$ cat config.mk
export PLATFORM = sky130hd
export DESIGN_NAME = ccd_readout_seq
export DESIGN_NICKNAME = d
export VERILOG_FILES = /design/src/rtl/ccd_seq_pkg.sv /design/src/rtl/ccd_seq_timer.sv /design/src/rtl/ccd_seq_vmap.sv /design/src/rtl/ccd_readout_seq.sv
export SDC_FILE = /design/constraint.sdc
export NUM_CORES = 1
export LEC_CHECK = 0
export BUFFER_PORTS_ARGS = -buffer_cell sky130_fd_sc_hd__buf_4
export CELL_PAD_IN_SITES_DETAIL_PLACEMENT = 2
export CELL_PAD_IN_SITES_GLOBAL_PLACEMENT = 2
export CORE_MARGIN = 5
export CORE_UTILIZATION = 39
export DETAILED_ROUTE_END_ITERATION = 8
export PLACE_DENSITY_LB_ADDON = 0.1
export SLEW_MARGIN = 20
export SYNTH_ARGS = -nofsm -noshare
export SYNTH_HDL_FRONTEND = slang
export SYNTH_SLANG_ARGS = --single-unit
$ cat constraint.sdc
create_clock -name clk -period 5.2 [get_ports clk]
set_input_delay 1.04 -clock clk [delete_from_list [all_inputs] [get_ports clk]]
set_output_delay 1.04 -clock clk [all_outputs]
set_load 0.03 [all_outputs]
$ cat src/rtl/ccd_seq_pkg.sv
package ccd_seq_pkg;

    typedef enum logic [4:0] {
        ST_IDLE, ST_FR_V1, ST_FR_3P, ST_FR_PD, ST_FR_3D, ST_FR_V2, ST_FR_TD,
        ST_LN_ARM, ST_LN_LEAD, ST_LN_VA, ST_LN_VB, ST_LN_VC, ST_LN_HS,
        ST_PX_H1, ST_PX_H2, ST_LN_TAIL, ST_LN_END, ST_SH_PULSE, ST_SH_HOLD
    } seq_state_t;

    typedef enum logic [2:0] {VP_REST, VP_A, VP_B, VP_PD, VP_C} vpat_t;

    localparam logic [1:0] LVL_LO  = 2'd0;
    localparam logic [1:0] LVL_MID = 2'd1;
    localparam logic [1:0] LVL_HI  = 2'd2;

    // rest pattern: phase1 low, phase2 high, phase3 high, phase4 low
    localparam logic [7:0] VCODE_REST = {LVL_LO, LVL_HI, LVL_HI, LVL_LO};

endpackage

$ cat src/rtl/ccd_seq_timer.sv
module ccd_seq_timer #(
    parameter int unsigned CW = 8
) (
    input  logic          clk,
    input  logic          rst_n,
    input  logic          restart,
    input  logic [CW-1:0] limit,
    output logic          fresh,
    output logic          expire
);
    logic [CW-1:0] cnt;

    always_ff @(posedge clk or negedge rst_n) begin
        if (!rst_n)             cnt <= '0;
        else if (restart)       cnt <= '0;
        else if (cnt != '1)     cnt <= cnt + 1'b1;
    end

    assign fresh  = (cnt == '0);
    assign expire = (cnt == limit - 1'b1);

    // a restarted interval always begins at zero
    a_r1_restart_zero: assert property (@(posedge clk) disable iff (!rst_n)
        restart |=> fresh);

endmodule

$ cat src/rtl/ccd_seq_vmap.sv
module ccd_seq_vmap
    import ccd_seq_pkg::*;
(
    input  vpat_t      pat,
    input  logic       mode16,
    output logic [7:0] v_bot,
    output logic [7:0] v_top
);
    // index of the bottom phase that drives each top phase in single-register mode
    localparam int unsigned SRC [4] = '{0, 3, 2, 1};

    always_comb begin
        unique case (pat)
            VP_REST: v_bot = VCODE_REST;
            VP_A:    v_bot = {LVL_HI, LVL_HI, LVL_LO, LVL_LO};
            VP_B:    v_bot = {LVL_HI, LVL_LO, LVL_LO, LVL_MID};
            VP_PD:   v_bot = {LVL_HI, LVL_LO, LVL_LO, LVL_HI};
            VP_C:    v_bot = {LVL_LO, LVL_LO, LVL_HI, LVL_MID};
            default: v_bot = VCODE_REST;
        endcase
    end

    for (genvar k = 0; k < 4; k++) begin : g_top
        assign v_top[2*k+1:2*k] = mode16 ? v_bot[2*k+1:2*k]
                                         : v_bot[2*SRC[k]+1:2*SRC[k]];
    end

endmodule

$ cat src/rtl/ccd_readout_seq.sv
module ccd_readout_seq
    import ccd_seq_pkg::*;
#(
    parameter int unsigned NH_PIX   = 1116,
    parameter int unsigned NV8      = 5392,
    parameter int unsigned NV16     = 2696,
    parameter int unsigned T_HALF_V = 320,
    parameter int unsigned T_3P     = 640,
    parameter int unsigned T_PD     = 160,
    parameter int unsigned T_3D     = 640,
    parameter int unsigned T_D      = 160,
    parameter int unsigned T_HS     = 40,
    parameter int unsigned PIX_HALF = 1,
    parameter int unsigned T_SUB    = 40,
    parameter int unsigned T_HD     = 40,
    parameter int unsigned T_FDG    = 80,
    localparam int unsigned LW      = $clog2(NV8 + 1)
) (
    input  logic          clk,
    input  logic          rst_n,
    input  logic          start,
    input  logic          mode16,
    input  logic          shut_en,
    input  logic [LW-1:0] nexp,
    input  logic          dump_req,
    output logic [7:0]    v_bot,
    output logic [7:0]    v_top,
    output logic          hb_p1,
    output logic          hb_p2,
    output logic          hb_rst,
    output logic          ht_p1,
    output logic          ht_p2,
    output logic          ht_rst,
    output logic          fdg,
    output logic          esh,
    output logic          busy,
    output logic          line_done,
    output logic          frame_done,
    output logic          pix_valid
);
    function automatic int unsigned longest();
        int unsigned m;
        m = T_HALF_V;
        if (T_3P > m)     m = T_3P;
        if (T_PD > m)     m = T_PD;
        if (T_3D > m)     m = T_3D;
        if (T_D > m)      m = T_D;
        if (T_HS > m)     m = T_HS;
        if (PIX_HALF > m) m = PIX_HALF;
        if (T_SUB > m)    m = T_SUB;
        if (T_HD > m)     m = T_HD;
        if (T_FDG > m)    m = T_FDG;
        return m;
    endfunction

    localparam int unsigned TMAX = longest();
    localparam int unsigned CW   = $clog2(TMAX + 1) + 1;
    localparam int unsigned PW   = $clog2(NH_PIX + 1);
    localparam logic [LW-1:0] NV8_L  = LW'(NV8);
    localparam logic [LW-1:0] NV16_L = LW'(NV16);
    localparam logic [PW-1:0] PIX_LAST = PW'(NH_PIX - 1);

    seq_state_t    state, nx;
    logic [CW-1:0] limit;
    logic          fresh, expire, adv;
    logic          mode_q, armed_q, dump_q;
    logic [LW-1:0] split_q, line_cnt, nv_q, nv_in;
    logic [PW-1:0] pix_cnt;
    logic          last_line, last_pix;
    vpat_t         vpat;

    assign nv_q      = mode_q ? NV16_L : NV8_L;
    assign nv_in     = mode16 ? NV16_L : NV8_L;
    assign last_line = (line_cnt == nv_q - 1'b1);
    assign last_pix  = (pix_cnt == PIX_LAST);
    assign adv       = (nx != state);

    ccd_seq_timer #(.CW(CW)) u_tmr (
        .clk(clk), .rst_n(rst_n), .restart(adv), .limit(limit),
        .fresh(fresh), .expire(expire)
    );

    always_comb begin
        unique case (state)
            ST_FR_V1, ST_FR_V2,
            ST_LN_VA, ST_LN_VB, ST_LN_VC: limit = CW'(T_HALF_V);
            ST_FR_3P:                     limit = CW'(T_3P);
            ST_FR_PD:                     limit = CW'(T_PD);
            ST_FR_3D:                     limit = CW'(T_3D);
            ST_FR_TD:                     limit = CW'(T_D);
            ST_LN_HS:                     limit = CW'(T_HS);
            ST_PX_H1, ST_PX_H2:           limit = CW'(PIX_HALF);
            ST_LN_LEAD, ST_LN_TAIL:       limit = CW'(T_FDG);
            ST_SH_PULSE:                  limit = CW'(T_SUB);
            ST_SH_HOLD:                   limit = CW'(T_HD);
            default:                      limit = CW'(1);
        endcase
    end

    // next-state logic
    always_comb begin
        nx = state;
        unique case (state)
            ST_IDLE:     if (start)  nx = ST_FR_V1;
            ST_FR_V1:    if (expire) nx = ST_FR_3P;
            ST_FR_3P:    if (expire) nx = ST_FR_PD;
            ST_FR_PD:    if (expire) nx = ST_FR_3D;
            ST_FR_3D:    if (expire) nx = ST_FR_V2;
            ST_FR_V2:    if (expire) nx = ST_FR_TD;
            ST_FR_TD:    if (expire) nx = ST_LN_ARM;
            ST_LN_ARM:   nx = dump_req ? ST_LN_LEAD : ST_LN_VA;
            ST_LN_LEAD:  if (expire) nx = ST_LN_VA;
            ST_LN_VA:    if (expire) nx = ST_LN_VB;
            ST_LN_VB:    if (expire) nx = ST_LN_VC;
            ST_LN_VC:    if (expire) nx = ST_LN_HS;
            ST_LN_HS:    if (expire) nx = ST_PX_H1;
            ST_PX_H1:    if (expire) nx = ST_PX_H2;
            ST_PX_H2:    if (expire) nx = !last_pix ? ST_PX_H1 :
                                          (dump_q ? ST_LN_TAIL : ST_LN_END);
            ST_LN_TAIL:  if (expire) nx = ST_LN_END;
            ST_LN_END:   nx = last_line ? ST_IDLE :
                              ((armed_q && (line_cnt + 1'b1 == split_q)) ? ST_SH_PULSE
                                                                        : ST_LN_ARM);
            ST_SH_PULSE: if (expire) nx = ST_SH_HOLD;
            ST_SH_HOLD:  if (expire) nx = ST_LN_ARM;
            default:     nx = ST_IDLE;
        endcase
    end

    // state register and frame/line bookkeeping
    always_ff @(posedge clk or negedge rst_n) begin
        if (!rst_n) begin
            state    <= ST_IDLE;
            mode_q   <= 1'b0;
            armed_q  <= 1'b0;
            dump_q   <= 1'b0;
            split_q  <= '0;
            line_cnt <= '0;
            pix_cnt  <= '0;
        end else begin
            state <= nx;
            if (state == ST_IDLE && start) begin
                mode_q   <= mode16;
                armed_q  <= shut_en && (nexp != '0) && (nexp < nv_in);
                split_q  <= nv_in - nexp;
                line_cnt <= '0;
            end
            if (state == ST_LN_ARM) begin
                dump_q  <= dump_req;
                pix_cnt <= '0;
            end
            if (state == ST_PX_H2 && expire) pix_cnt  <= pix_cnt + 1'b1;
            if (state == ST_LN_END)          line_cnt <= line_cnt + 1'b1;
        end
    end

    // output decode
    always_comb begin
        unique case (state)
            ST_FR_V1, ST_LN_VA:           vpat = VP_A;
            ST_FR_3P, ST_FR_3D, ST_LN_VB: vpat = VP_B;
            ST_FR_PD:                     vpat = VP_PD;
            ST_FR_V2, ST_LN_VC:           vpat = VP_C;
            default:                      vpat = VP_REST;
        endcase
        hb_p1      = (state != ST_PX_H2);
        hb_p2      = (state == ST_PX_H2);
        hb_rst     = (state == ST_PX_H1) && fresh;
        pix_valid  = (state == ST_PX_H2) && fresh;
        fdg        = dump_q && (state inside {ST_LN_LEAD, ST_LN_VA, ST_LN_VB, ST_LN_VC,
                                              ST_LN_HS, ST_PX_H1, ST_PX_H2});
        esh        = (state == ST_SH_PULSE);
        busy       = (state != ST_IDLE);
        line_done  = (state == ST_LN_END);
        frame_done = (state == ST_LN_END) && last_line;
        ht_p1      = mode_q & hb_p1;
        ht_p2      = mode_q & hb_p2;
        ht_rst     = mode_q & hb_rst;
    end

    ccd_seq_vmap u_vmap (.pat(vpat), .mode16(mode_q), .v_bot(v_bot), .v_top(v_top));

    // the dump gate and the vertical codes never move in the same cycle
    a_r10_fdg_apart: assert property (@(posedge clk) disable iff (!rst_n)
        !$stable(v_bot) |-> $stable(fdg));
    // vertical clocks rest during the shutter pulse
    a_r8_esh_rest: assert property (@(posedge clk) disable iff (!rst_n)
        esh |-> (v_bot == VCODE_REST));
    // vertical clocks still rest right after the pulse ends
    a_r8_hold_rest: assert property (@(posedge clk) disable iff (!rst_n)
        $fell(esh) |-> (v_bot == VCODE_REST));
    // a frame only begins after a start strobe
    a_r1_busy_cause: assert property (@(posedge clk) disable iff (!rst_n)
        $rose(busy) |-> $past(start));
    // sampling strobe sits inside phase 2
    a_r4_valid_in_p2: assert property (@(posedge clk) disable iff (!rst_n)
        pix_valid |-> (hb_p2 && !hb_p1));
    // frame end is a line end and closes the frame
    a_r5_frame_end: assert property (@(posedge clk) disable iff (!rst_n)
        frame_done |-> line_done ##1 !busy);

endmodule

## After elaboration in Yosys (flattened, before gate mapping)

Memory sizes are Yosys's and may differ from the RTL's.
Cells that the tools add are included.

- Add/sub/neg operators: 6
- Order comparisons: 1
- Eq/ne operators: 29
- Multiplexer cells: 34
- Bitwise logic cells: 3
- Reduce and logical (&&, ||, !) cells: 18

Operators with widths:

| cell | number |
|---|---|
| $mux W5 | 20 |
| $pmux W5 S18 | 1 |
| $mux W13 | 4 |
| $mux W11 | 4 |
| $eq A5 B4 Y1 const B | 8 |
| $pmux W8 S4 | 1 |
| $eq A13 B13 Y1 | 2 |
| $add A11 B1 Y11 const B | 2 |
| $eq A5 B3 Y1 const B | 4 |
| $eq A5 B5 Y1 const B | 3 |
| $add A13 B1 Y13 const B | 1 |
| $lt A13 B13 Y1 | 1 |
| $reduce_bool A13 Y1 | 1 |
| $sub A13 B1 Y13 const B | 1 |
| $sub A13 B13 Y13 | 1 |
| $eq A11 B11 Y1 | 1 |
| $eq A11 B11 Y1 const B | 1 |
| $logic_not A11 Y1 | 1 |
| $ne A11 B11 Y1 const B | 1 |
| $sub A11 B1 Y11 const B | 1 |
| $eq A5 B2 Y1 const B | 2 |
| $logic_and A1 B1 Y1 | 9 |
| $reduce_bool A7 Y1 | 1 |
| $eq A3 B2 Y1 const B | 2 |
| 13 further kinds | 18 |

- Register bits: 56
- Memory bits (read-only): 304
- Bits of input ports: 19
- Output and inout port bits: 28
- Memories kept: 2

Memories:

| memory | depth | width | read ports | clocked after memory_dff | wr ports | line | RTL |
|---|---|---|---|---|---|---|---|
| (name not given) | 32 | 8 | 1 | 0 | 0 | ccd_readout_seq.sv:84 | `unique case (state)` |
| (name not given) | 16 | 3 | 1 | 0 | 0 | ccd_readout_seq.sv:159 | `unique case (state)` |

## Depth between registers and ports, before layout

Gate-level depths: netlist of run 1.

- Depth after elaboration: 8
- Gate-level depth with buffers: 16
- Mapped depth without buffers: 14

## Modules after synthesis

A second synthesis of run 1 with hierarchy kept.

- Cells, all modules: 610
- Area, all modules: 4867.2 um^2

By module, submodules not included:

| module | times used | cells each | area each (um^2) | sequential area each (um^2) |
|---|---|---|---|---|
| ccd_readout_seq | 1 | 474 | 3771.1 | 1126.1 |
| ccd_seq_timer | 1 | 117 | 948.4 | 275.3 |
| ccd_seq_vmap | 1 | 19 | 147.6 | 0.0 |

## Least setup slack after synthesis of run 1

OpenSTA, ideal clock, no wires.

- Path kind: register to output
- Start point: reg state[0]
- End point: out v_top[3]
- Arrival time: 2.701 ns
- Required time: 4.160 ns
- Path slack: 1.459 ns
- Cell stages (with the launch flop): 12
- Path buffers: 1
- Cells stage by stage: dfrtp_1 inv_1 ha_1 clkbuf_1 mux2i_1 nor2_1 a21oi_1 nor2_1 nor2_1 nor2_1 xnor2_1 inv_1

- Word-level cells in the longest chain between the ends: 5
- Elaborated cells between the ends (all ways): 8

RTL lines:

| what | line | RTL |
|---|---|---|
| start, declared | ccd_readout_seq.sv:63 | `seq_state_t state, nx;` |
| start signal, assigned | ccd_readout_seq.sv:141 | `state <= nx;` |
| $mem_v2 Z16 W3 (*) | -- |  |
| $mux W3 (*) | ccd_readout_seq.sv:159 |  |
| $eq A3 B3 Y1, or another cell as far along | ccd_seq_vmap.sv:13 | `unique case (pat)` |
| $pmux W8 S4 (*) | ccd_seq_vmap.sv:13 |  |
| via v_bot[7] | ccd_readout_seq.sv:26 | `output logic [7:0] v_bot,` |
| $mux W2 (*) | ccd_seq_vmap.sv:24 | `assign v_top[2*k+1:2*k] = mode16 ? v_bot[2*k+1:2*k]` |
| end, declared | ccd_readout_seq.sv:27 | `output logic [7:0] v_top,` |

The timed path passes the listed nets; every way through them passes the cells marked *.

## Worst setup path in the final report of run 1

- Start point: reg state[1]
- End point: out frame_done

- Word-level cells in the longest chain between the ends: 2

RTL lines:

| what | line | RTL |
|---|---|---|
| $eq A5 B5 Y1 | ccd_readout_seq.sv:175 | `frame_done = (state == ST_LN_END) && last_line;` |
| $logic_and A1 B1 Y1 | ccd_readout_seq.sv:175 |  |
| end, declared | ccd_readout_seq.sv:38 | `output logic frame_done,` |

No other way between the ends.

==> results.md, run 1 <==
- Status: finished, final reports clean
- Die H: 122 um
- CTS Root Cell: clkbuf_16
- Post-Route WL: 15,700 um
- Final min period: 4130 ps
- # IOs: 47
- Hold Path Sink: pix_cnt[5]$_DFFE_PN0P_
- Final Power: 1.97 mW
- Critical Path RT: 4160 ps
- Synth Instances: 604
- Number of vias per cell: 5.87
- FILL cells: 1,404
- Dpl cell area: 5180 um2
- Buffers on Ports: 40
- Peak Freq: 242 MHz
- Post-synth top area cell: dfrtp_1
- Setup violations, final: 0
- PD cells: 370 nW/um2
- Most frequent cell after synthesis: dfrtp_1
- Reg2reg path depth: 14
- Crit path launch type: register
- Worst EP arrival: 3090 ps
- Final worst-path cycle share: 79.4%
- Syn_area_per_cell: 8.04 um2
- Slew @ Worst Pin: 958 ps
- Share of cells above drive strength 1: 13.1%
- All-Layer GR Usage: 22.0%
- Setup CP Type: reg2out
- CTS H-tree depth: 2
- Mapped Area: 4860 um2
- Die X-Extent: 122 um
- Seq cells post-synth: 56
- Synth cell count leaders: 56 x dfrtp_1, 55 x o21ai_0, 48 x nand2_1
- TritonCTS Sinks: 56
- MaxCap Viol Count: 0
- Inserted Clock Buffers: 5
- Crit Path Max Fanout: 17
- Final Instance Area: 5320 um2
- Worst min-delay path class: reg2reg
- Final Util: 44.0%
- GPL Wtd Cong: 0.836
- CP Capture Type: output port
- P_leak: 2.26 nW
- Layout area overhead: 9.58%
- Yosys cell types: 77
- TNS Setup: 0 ps
- HP Start: pix_cnt[5]$_DFFE_PN0P_
- Row count: 40
- Reg2reg end: u_tmr.cnt[10]$_DFFE_PN0P_
- Max-slew headroom: 36.2%
- Diode count: 0
- Worst vdd ir: 0.184 mV
- Max Slew Vio Count: 0
- Total number of vias: 4,610
- Crit Reg-Reg Startpoint: state[1]$_DFF_PN0_
- TritonCTS clock tree: yes
- Synth top area share: 28.8%
- Unrepaired setup endpoints after global routing: false
- Starting Density: 40.1%
- Antenna viol nets, final: 0
- Core area: 12,100 um2
- DR WL/cell: 19.9 um
- Dpl hpwl: 11,700 um
- Clk buf depth: 2
- Total congestion overflow: 0
- Top post-synthesis cells by area: dfrtp_1 29%, o21ai_0 5.7%, ha_1 5.2%, xnor2_1 4.7%, nand2_1 3.7%
- Post-synth EDFFs: 0
- Hold_buf cts: 0
- Initial antenna violation count: 0
- 1st-pass router iterations: 4
- Largest net degree at the start of global routing: 57
- Post-CTS Resized: 0
- Ys async rst share: 100%
- Fin Clk Skew: 11.4 ps
- Global-route wire length before repair: 26,400 um
- Ys Warns: 0
- Later-pin clock latency in the skew report: 310 ps
- Worst Hold Path Cells: 1
- Worst-path clk slew: 70 ps
- Vias in the first global route: 5,127
- R2R setup slack: 1160 ps
- Initial DRC count: 265
- Final Hold Fails: 0
- Main synth FF type: dfrtp_1
- Final Net Count: 656
- Setup Buffers After CTS: 0
- Die area: 14,800 um2
- # DRC: 0
- Sequential share of the synthesized area: 28.8%
==> worst max-delay path: stages, from the launching register on <==
cell	delay (ps)
dfrtp_1	480
inv_1	190
ha_1	470
nand2b_1	210
or3_1	650
inv_1	430
and2_1	190
buf_4	150
==> report_power, final <==
part / internal, mW / switching [mW]
combinational: 0.382 / 0.588
clock: 0.181 / 0.169
sequential: 0.516 / 0.132
total: 1.08 / 0.889
==> area by class of cell <==
cell class	count	area (um2)	area share, %
clock buffer	7	133	2.49
timing repair buffer	44	330	6.20
multi-input combinational	483	3140	59.0
tap	168	210	3.95
inverter	27	101	1.90
clock inverter	1	8.76	0.165
sequential	56	1400	26.3
==> routing by layer <==
layer | global-route usage [%] | vias up | routed length [um]
met1 | 27.5 | 2334 | 6850
met5 | 0 | - | 0
li1 | - | 2179 | -
met2 | 39.9 | 76 | 8080
met3 | 3.16 | 21 | 454
met4 | 5.18 | 0 | 274
==> sequential cells by signal (all words and copies together), names as in the netlist <==
name       flops
line_cnt      13
armed_q        1
dump_q         1
state          5
u_tmr.cnt     11
split_q       13
mode_q         1
pix_cnt       11
==> placed cells by master, fill, tap and decap left out, types with 3 or more instances in the layout <==
cell,count
o21bai_1,3
or2_2,4
conb_1,6
nor3_1,21
inv_1,25
mux2i_1,7
nor4b_1,5
mux2_2,3
xor2_1,19
o21ai_0,55
dfrtp_1,56
buf_4,44
a21o_1,10
o31ai_1,9
and3_1,8
nor2b_1,7
o21a_1,5
or3_1,3
and2_1,8
nand3_1,29
xnor2_1,26
nand4_1,14
nand4b_1,3
or4_1,5
o221ai_1,3
nor2_1,44
a31oi_1,6
nand2_1,48
nor2_2,10
nor4_1,5
o211ai_1,5
a21oi_1,30
nand2b_1,8
ha_1,20
clkbuf_16,5
==> kinds of logic (layout without fill, tap and decap cells) <==
logic type	Yosys count	after routing	synth area share, %
AO/OA/AOI/OAI	155	155	20.4
flip-flops	56	56	28.8
adder cells (fa/ha/maj)	21	21	5.36
multiplexers	11	11	2.45
buffers and inverters	70	79	6.93
AND/OR/NAND/NOR	245	245	27.8
XOR/XNOR	45	45	8.11
other	1	6	0.0772
==> how the worst max path moves through the flow <==
stage / from / to / slack (ps) / depth (start not counted)
after global placement: state[0]$_DFF_PN0_ / u_tmr.cnt[10]$_DFFE_PN0P_ / 1420 / 14
after global routing: state[0]$_DFF_PN0_ / u_tmr.cnt[10]$_DFFE_PN0P_ / 850 / 14
final: state[1]$_DFF_PN0_ / frame_done / 1070 / 7
after detailed placement: state[1]$_DFF_PN0_ / u_tmr.cnt[10]$_DFFE_PN0P_ / 1160 / 14
after floorplan: state[0]$_DFF_PN0_ / v_top[3] / 1460 / 11
after CTS: state[1]$_DFF_PN0_ / frame_done / 1060 / 7
==> stage by stage <==
stage	hold WS (ps)	std cells	worst slack [ps]
after detailed placement	519	778	1160
after CTS	527	786	1060
after floorplan	466	609	1460
after global routing	567	786	850
final	524	786	1070
after global placement	499	778	1420
No activity file was read; power rests on OpenSTA's default activity.
==> run 2: changes to the inputs <==
--- a/config.mk
+++ b/config.mk
@@ -5,11 +5,12 @@
 export SDC_FILE = /design/constraint.sdc
 export NUM_CORES = 1
 export LEC_CHECK = 0
+export ABC_AREA = 1
 export BUFFER_PORTS_ARGS = -buffer_cell sky130_fd_sc_hd__buf_4
 export CELL_PAD_IN_SITES_DETAIL_PLACEMENT = 2
 export CELL_PAD_IN_SITES_GLOBAL_PLACEMENT = 2
 export CORE_MARGIN = 5
-export CORE_UTILIZATION = 39
+export CORE_UTILIZATION = 34
 export DETAILED_ROUTE_END_ITERATION = 8
 export PLACE_DENSITY_LB_ADDON = 0.1
 export SLEW_MARGIN = 20
==> constraint.sdc (replaced) <==
create_clock -name clk -period 3.8 [get_ports clk]
set_input_delay 0.76 -clock clk [delete_from_list [all_inputs] [get_ports clk]]
set_output_delay 0.76 -clock clk [all_outputs]
set_load 0.03 [all_outputs]
==> run 2 against run 1 <==
  * Sequential cell count unchanged
  * Design area increased by 2.1%
  * Setup slack got worse by 810 ps
  * Clock power increased by 43%
  * Critical endpoint is now u_tmr.cnt[10]$_DFFE_PN0P_
==> results.md, run 2 <==
- Setup Buffers After CTS: 0 (unchanged)
- CTS H-tree depth: 2 (unchanged)
- TritonCTS Sinks: 56 (unchanged)
- Unrepaired setup endpoints after global routing: false
- Status: finished, final reports clean
- Most frequent cells in the layout: 171 x nand2_1, 103 x inv_1, 69 x nand3_1
- Row count: 43 (+7.5%)
- Later-pin clock latency in the skew report: 300 ps (about the same)
- GPL Wtd Cong: 0.916 (+9.5%)
- Ys Warns: 0 (unchanged)
- Post-synth top area cell: dfrtp_1
- Crit Path Max Fanout: 11 (-6)
- Antenna viol nets, final: 0 (unchanged)
- Setup CP Type: reg2reg
- Initial antenna violation count: 0 (unchanged)
- Core area: 13,900 um2 (+15%)
- Max Slew Vio Count: 0 (unchanged)
- Worst vdd ir: 0.161 mV (-12%)
- Global-route wire length before repair: 27,900 um (+5.5%)
- CTS Root Cell: clkbuf_16
- Area of the multi-input gates: 2860 um2 (-9.0%)
- Pint: 0.927 mW (-14%)
- Total number of vias: 5,022 (+8.9%)
- Peak Freq: 282 MHz
- Max-slew headroom: 48.5% (+12 points)
- Starting Density: 34.7% (-5.4 points)
- Post-synth EDFFs: 0 (unchanged)
- Final Util: 39.2% (-4.8 points)
- 1st-pass router iterations: 4 (unchanged)
- Worst EP arrival: 3770 ps (+680 ps)
- Fin Clk Skew: 6.21 ps (-5.15 ps)
- Sequential share of the synthesized area: 29.1% (+0.23 points)
- Clock power share: 39.5% (+22 points)
- Seq cells post-synth: 56 (unchanged)
- Largest net degree at the start of global routing: 57 (unchanged)
- Synth cell count leaders: 171 x nand2_1, 104 x inv_1, 69 x nand3_1
- Share of cells above drive strength 1: 15.0% (+1.9 points)
- PD cells: 233 nW/um2 (-37%)
- TritonCTS clock tree: yes
- Inserted Clock Buffers: 5 (unchanged)
- Top post-synthesis cells by area: dfrtp_1 29%, nand2_1 13%, inv_1 8.1%, nand3_1 7.2%, ha_1 5.2%
- FF/Latch Area: 1400 um2 (unchanged)
- Dpl hpwl: 13,800 um (+18%)
- MaxCap Viol Count: 0 (unchanged)
- Yosys cell types: 44 (-43%)
- Layout area overhead: 12.8%
- Synth Instances: 718 (+19%)
- Final min period: 3540 ps
- Crit path launch type: register
- CP Capture Type: register
- Commonest non-fill, non-tap cell in the layout: nand2_1
- Diode count: 0 (unchanged)
- FILL cells: 1,726 (+23%)
- Syn_area_per_cell: 6.71 um2 (-17%)
- Final Hold Fails: 0 (unchanged)
- Total congestion overflow: 0 (unchanged)
- Post-Route WL: 16,700 um (+6.6%)
- P_leak: 2.93 nW (+30%)
- Clk buf depth: 2 (unchanged)
- Comb power frac: 11.3% (-38 points)
- Worst-path clk slew: 80 ps (about the same)
- # DRC: 0 (unchanged)
- Synth top area share: 29.1% (+0.23 points)
- All-Layer GR Usage: 20.7% (-1.4 points)
- Top flop regs: line_cnt: 13 flops, split_q: 13 flops
- Mapped Area: 4820 um2 (-0.80%)
- Final Power: 1.26 mW (-36%)
- Number of vias per cell: 5.34 (-8.9%)
- Main synth FF type: dfrtp_1
- Critical Path RT: 4030 ps (-130 ps)
- # IOs: 47 (unchanged)
- Worst min-delay path class: reg2reg
- TNS Setup: 0 ps (unchanged)
- Initial DRC count: 197 (-26%)
- Most frequent cell after synthesis: nand2_1
- Switching part of the total: 26.8% (-18 points)
- Ys async rst share: 100% (unchanged)
- Setup violations, final: 0 (unchanged)
- Final Net Count: 798 (+22%)
- Slew @ Worst Pin: 772 ps (-185 ps)
- Die area: 16,700 um2 (+13%)
- Flop pwr share: 49.2% (+16 points)
- Die X-Extent: 129 um (+6.1%)
- Die H: 129 um (+6.1%)
- P_sw: 0.338 mW (-62%)
- Buffers on Ports: 40 (unchanged)
- Vias in the first global route: 5,601 (+9.2%)
- DR WL/cell: 17.8 um (-11%)
- Final worst-path cycle share: 93.3%
## run 2: power by group through the flow
stage	registers (mW)	logic (mW)	clock network [mW]
after global placement	0.633	0.138	0
after floorplan	0.629	0.0910	0
final	0.622	0.143	0.500
after detailed placement	0.634	0.146	0
after global routing	0.625	0.163	0.539
after CTS	0.622	0.147	0.515
## run 2: layout make-up
type | count | share of cell area (%)
Timing Repair Buffer | 49 | 6.77
Tap cell | 180 | 4.14
Sequential cell | 56 | 25.8
Multi-Input combinational cell | 533 | 52.6
Inverter | 114 | 7.92
Clock inverter | 2 | 0.253
Clock buffer | 6 | 2.56
## run 2: cells by family after synthesis
group	after synthesis	synth area share [%]
fa+ha+maj	20	5.19
other cells	1	0.0778
xor+xnor	19	3.45
buf+inv	134	12.0
flops	56	29.1
simple gates	398	39.1
compound gates	90	11.1
## run 2: worst paths after layout
| kind | depth (start not counted) | slack [ps] | end | startpoint |
|---|---|---|---|---|
| setup / recovery | 25 | 260 | u_tmr.cnt[10]$_DFFE_PN0P_ | state[1]$_DFF_PN0_ |
| hold / removal | 2 | 500 | armed_q$_DFFE_PN0P_ | armed_q$_DFFE_PN0P_ |
| setup reg to reg | 25 | 260 | u_tmr.cnt[10]$_DFFE_PN0P_ | state[1]$_DFF_PN0_ |
| hold reg to reg | 2 | 500 | armed_q$_DFFE_PN0P_ | armed_q$_DFFE_PN0P_ |
| max in group asynchronous | 1 | 2760 | u_tmr.cnt[9]$_DFFE_PN0P_ | rst_n |
| min in group asynchronous | 1 | 530 | pix_cnt[0]$_DFFE_PN0P_ | rst_n |
## run 2: routing by layer
layer	part of all wire (%)	global-route usage [%]	vias to the layer above
met5	0	0	-
met1	43	24.2	2512
met4	2.4	6.18	0
met3	1.9	1.94	31
met2	53	39.6	69
li1	-	-	2410
## run 2: critical path: stages, from the launching register on
cell,delay (ps)
dfrtp_1,440
inv_2,160
ha_1,260
inv_2,80
nor2_2,210
nand2_4,140
nand2_1,90
inv_1,40
ha_1,200
nand4_1,100
nand2_1,70
xor2_1,140
nor2_1,100
nand2_1,90
nor2_4,210
nand3_4,170
nor2_1,120
nor2_1,70
nand2_2,80
nand2_1,50
nand2_1,60
nand2_1,50
nor2_1,110
nand2_1,80
buf_4,200
nor2_1,110
## run 2: what timing repair did
item / CTS / global route
endpoints found under the setup margin: 0 / 11
gates resized for setup: 0 / 1
hold buffers: 0 / 0
endpoints found under the hold margin: 0 / 0
## run 2: stage by stage
| stage | hold slack [ps] | area [um2] | cells | worst slack (ps) |
|---|---|---|---|---|
| 2_1_floorplan | 450 | 4840 | 723 | 458 |
| 3_3_place_gp | 482 | 5280 | 932 | 317 |
| 3_5_place_dp | 484 | 5280 | 932 | 136 |
| 4_1_cts | 504 | 5440 | 940 | 126 |
| 5_1_grt | 537 | 5440 | 940 | 0.833 |
| 6_report | 500 | 5440 | 940 | 256 |
==> run 3: changes to the inputs <==
--- a/config.mk
+++ b/config.mk
@@ -5,12 +5,11 @@
 export SDC_FILE = /design/constraint.sdc
 export NUM_CORES = 1
 export LEC_CHECK = 0
-export ABC_AREA = 1
 export BUFFER_PORTS_ARGS = -buffer_cell sky130_fd_sc_hd__buf_4
 export CELL_PAD_IN_SITES_DETAIL_PLACEMENT = 2
 export CELL_PAD_IN_SITES_GLOBAL_PLACEMENT = 2
 export CORE_MARGIN = 5
-export CORE_UTILIZATION = 34
+export CORE_UTILIZATION = 36
 export DETAILED_ROUTE_END_ITERATION = 8
 export PLACE_DENSITY_LB_ADDON = 0.1
 export SLEW_MARGIN = 20
==> run 3 against run 2 <==
  * Sequential share of layout area down 0.35 points
  * Design area up 1.5%
  * Wire length down 0.87%
  * Combinational power rose to 10 times the previous value
  * Final cell count down 14%
  * Register-to-register slack worse by 170 ps
  * Hold slack better by 22 ps
  * Global-route usage down 0.098 points
  * Largest cell class unchanged
  * Highest routed layer unchanged
==> results.md, run 3 (synthesized netlist as in run 1, its figures left out) <==
- Status: finished, final reports clean
- Vias in the first global route: 5,069 (-9.5%)
- Dpl cells: 802 (-14%)
- End of the critical path: u_tmr.cnt[10]$_DFFE_PN0P_
- PD cells: 509 nW/um2 (+120%)
- P_leak: 2.36 nW (-20%)
- Initial antenna violation count: 0 (unchanged)
- DR WL/cell: 20.4 um (+15%)
- Critical path startpoint: state[2]$_DFF_PN0_
- FILL cells: 1,534 (-11%)
- TritonCTS clock tree: yes
- Antenna viol nets, final: 0 (unchanged)
- MaxCap Viol Count: 0 (unchanged)
- CP Capture Type: register
- Most frequent cells in the layout: 60 x buf_4, 55 x o21ai_0, 55 x dfrtp_1
- Post-Route WL: 16,500 um (-0.87%)
- Layout area overhead: 13.5%
- 1st-pass router iterations: 4 (unchanged)
- Final Net Count: 673 (-16%)
- Crit Path Max Fanout: 15 (+4)
- Hold WS: 522 ps (+21.8 ps)
- # DRC: 0 (unchanged)
- Max-slew headroom: 47.2% (-1.3 points)
- Max Slew Vio Count: 0 (unchanged)
- CTS H-tree depth: 2 (unchanged)
- Worst vdd ir: 0.200 mV (+24%)
- Commonest non-fill, non-tap cell in the layout: buf_4
- Final worst-path cycle share: 97.8% (+4.5 points)
- Fin Clk Skew: 12.2 ps (+5.96 ps)
- Row count: 42 (-2.3%)
- CTS Root Cell: clkbuf_16
- Die H: 126 um (-2.2%)
- # IOs: 47 (unchanged)
- TritonCTS Sinks: 56 (unchanged)
- Diode count: 0 (unchanged)
- R2R setup slack: 80 ps (-170 ps)
- Clk buf depth: 2 (unchanged)
- Starting Density: 36.7% (+2.0 points)
- Setup violations, final: 0 (unchanged)
- Hold_buf cts: 0 (unchanged)
- Critical Path Most Common Cell: buf_4
- Peak Freq: 269 MHz (-4.6%)
- Final min period: 3720 ps (+172 ps)
- Setup CP Type: reg2reg
- Fin cells: 811 (-14%)
- Die X-Extent: 126 um (-2.2%)
- Worst path cell trace: buf_4 > nor2b_1 > o21ai_4 > xnor2_1 > nor3_1 > o31ai_1 > nor3_4 > buf_4 > o22ai_1 > nand4_4 > nor2_1
- Largest net degree at the start of global routing: 57 (unchanged)
- Worst EP arrival: 3940 ps (+170 ps)
- Share of cells above drive strength 1: 16.4% (+1.4 points)
- Inserted Clock Buffers: 5 (unchanged)
- Total congestion overflow: 0 (unchanged)
- All-Layer GR Usage: 20.6% (-0.098 points)
- Global-route wire length before repair: 26,900 um (-3.5%)
- Total number of vias: 4,667 (-7.1%)
- Crit Reg-Reg Startpoint: state[2]$_DFF_PN0_
- Number of vias per cell: 5.75 (+7.7%)
- Reg2reg end: u_tmr.cnt[10]$_DFFE_PN0P_
- Worst-path clk slew: 80 ps (about the same)
- Final Hold Fails: 0 (unchanged)
- Slowest cell on the critical path: dfrtp_1
- Final Util: 41.6% (+2.5 points)
- Top flop regs: line_cnt: 13 flops, split_q: 13 flops
- GPL Wtd Cong: 0.846 (-7.6%)
- Dpl hpwl: 12,500 um (-9.3%)
- Slew @ Worst Pin: 791 ps (+19.0 ps)
- Reg2reg path depth: 11 (-56%)
- Die area: 15,900 um2 (-4.4%)
- Core area: 13,200 um2 (-4.6%)
- Later-pin clock latency in the skew report: 300 ps (about the same)
- Initial DRC count: 174 (-12%)
- Critical Path RT: 4020 ps (about the same)
- Max incr delay on CP: 680 ps (+240 ps)
- Buffers on Ports: 40 (unchanged)
- Worst min-delay path class: in2async
- Crit path launch type: register
run 3: changes by cell type in the layout (fill, tap and decap cells not counted), sizes merged, moves of 10 or more:
cell   delta
inv      -88
xnor2    +25
a21oi    +16
nor3     +10
o22ai    -14
nand3    -45
a21o     +10
nor2     -33
o21ai    +18
buf      +11
nand2   -137
run 3: worst min-delay path by stage:
stage	from	to	slack (ps)	depth (start not counted)
detailed placement	armed_q$_DFFE_PN0P_	armed_q$_DFFE_PN0P_	510	2
global placement	split_q[2]$_DFFE_PN0P_	split_q[2]$_DFFE_PN0P_	500	2
floorplan	rst_n	armed_q$_DFFE_PN0P_	460	0
CTS	split_q[2]$_DFFE_PN0P_	split_q[2]$_DFFE_PN0P_	530	2
finish	rst_n	split_q[0]$_DFFE_PN0P_	520	1
global route	pix_cnt[10]$_DFFE_PN0P_	pix_cnt[10]$_DFFE_PN0P_	550	1
run 3: metal layers:
layer | vias to the layer above | global-route usage (%) | wire [um]
met1 | 2389 | 25.6 | 7370
met5 | - | 0 | 0
li1 | 2211 | - | -
met4 | 0 | 3.85 | 172
met2 | 55 | 38.4 | 8670
met3 | 12 | 2.29 | 328
run 3: repair_timing:
item / in CTS / in global routing
gates resized for setup: 1 / 8
cloned: 0 / 1
pin swaps: 0 / 1
setup buffers: 0 / 0
endpoints found under the setup margin: 1 / 21
run 3: metrics by stage:
step	total power, mW	worst slack (ps)	cell area (um2)	setup TNS [ps]
floorplan	1.84	339	4880	0
global placement	2.21	230	5310	0
detailed placement	2.28	37.5	5310	0
CTS	2.80	111	5470	0
global route	3.01	-80.3	5510	-623
finish	2.81	84.0	5510	0
run 3: cell type report:
type	instances	area (um2)	area share, %
multi-input cells	484	3190	57.8
clock inverters	1	7.51	0.136
repair buffers	60	450	8.17
clock buffers	7	143	2.59
inverters	27	101	1.84
well taps	176	220	3.99
flip-flops and latches	56	1400	25.4
run 3: critical path, delay by kind of cell (launching register included):
family                 cells  cell delay (ps)
AND/OR/NAND/NOR            5              920
XOR/XNOR                   1              260
buffers and inverters      2              530
flip-flops                 1              680
AO/OA/AOI/OAI              3             1220
run 3: power breakdown:
part | total [mW] | leakage (nW) | internal, mW | switching (mW)
Clock | 0.496 | 0.0701 | 0.264 | 0.232
Sequential | 0.874 | 0.747 | 0.707 | 0.167
Combinational | 1.44 | 1.54 | 0.565 | 0.871
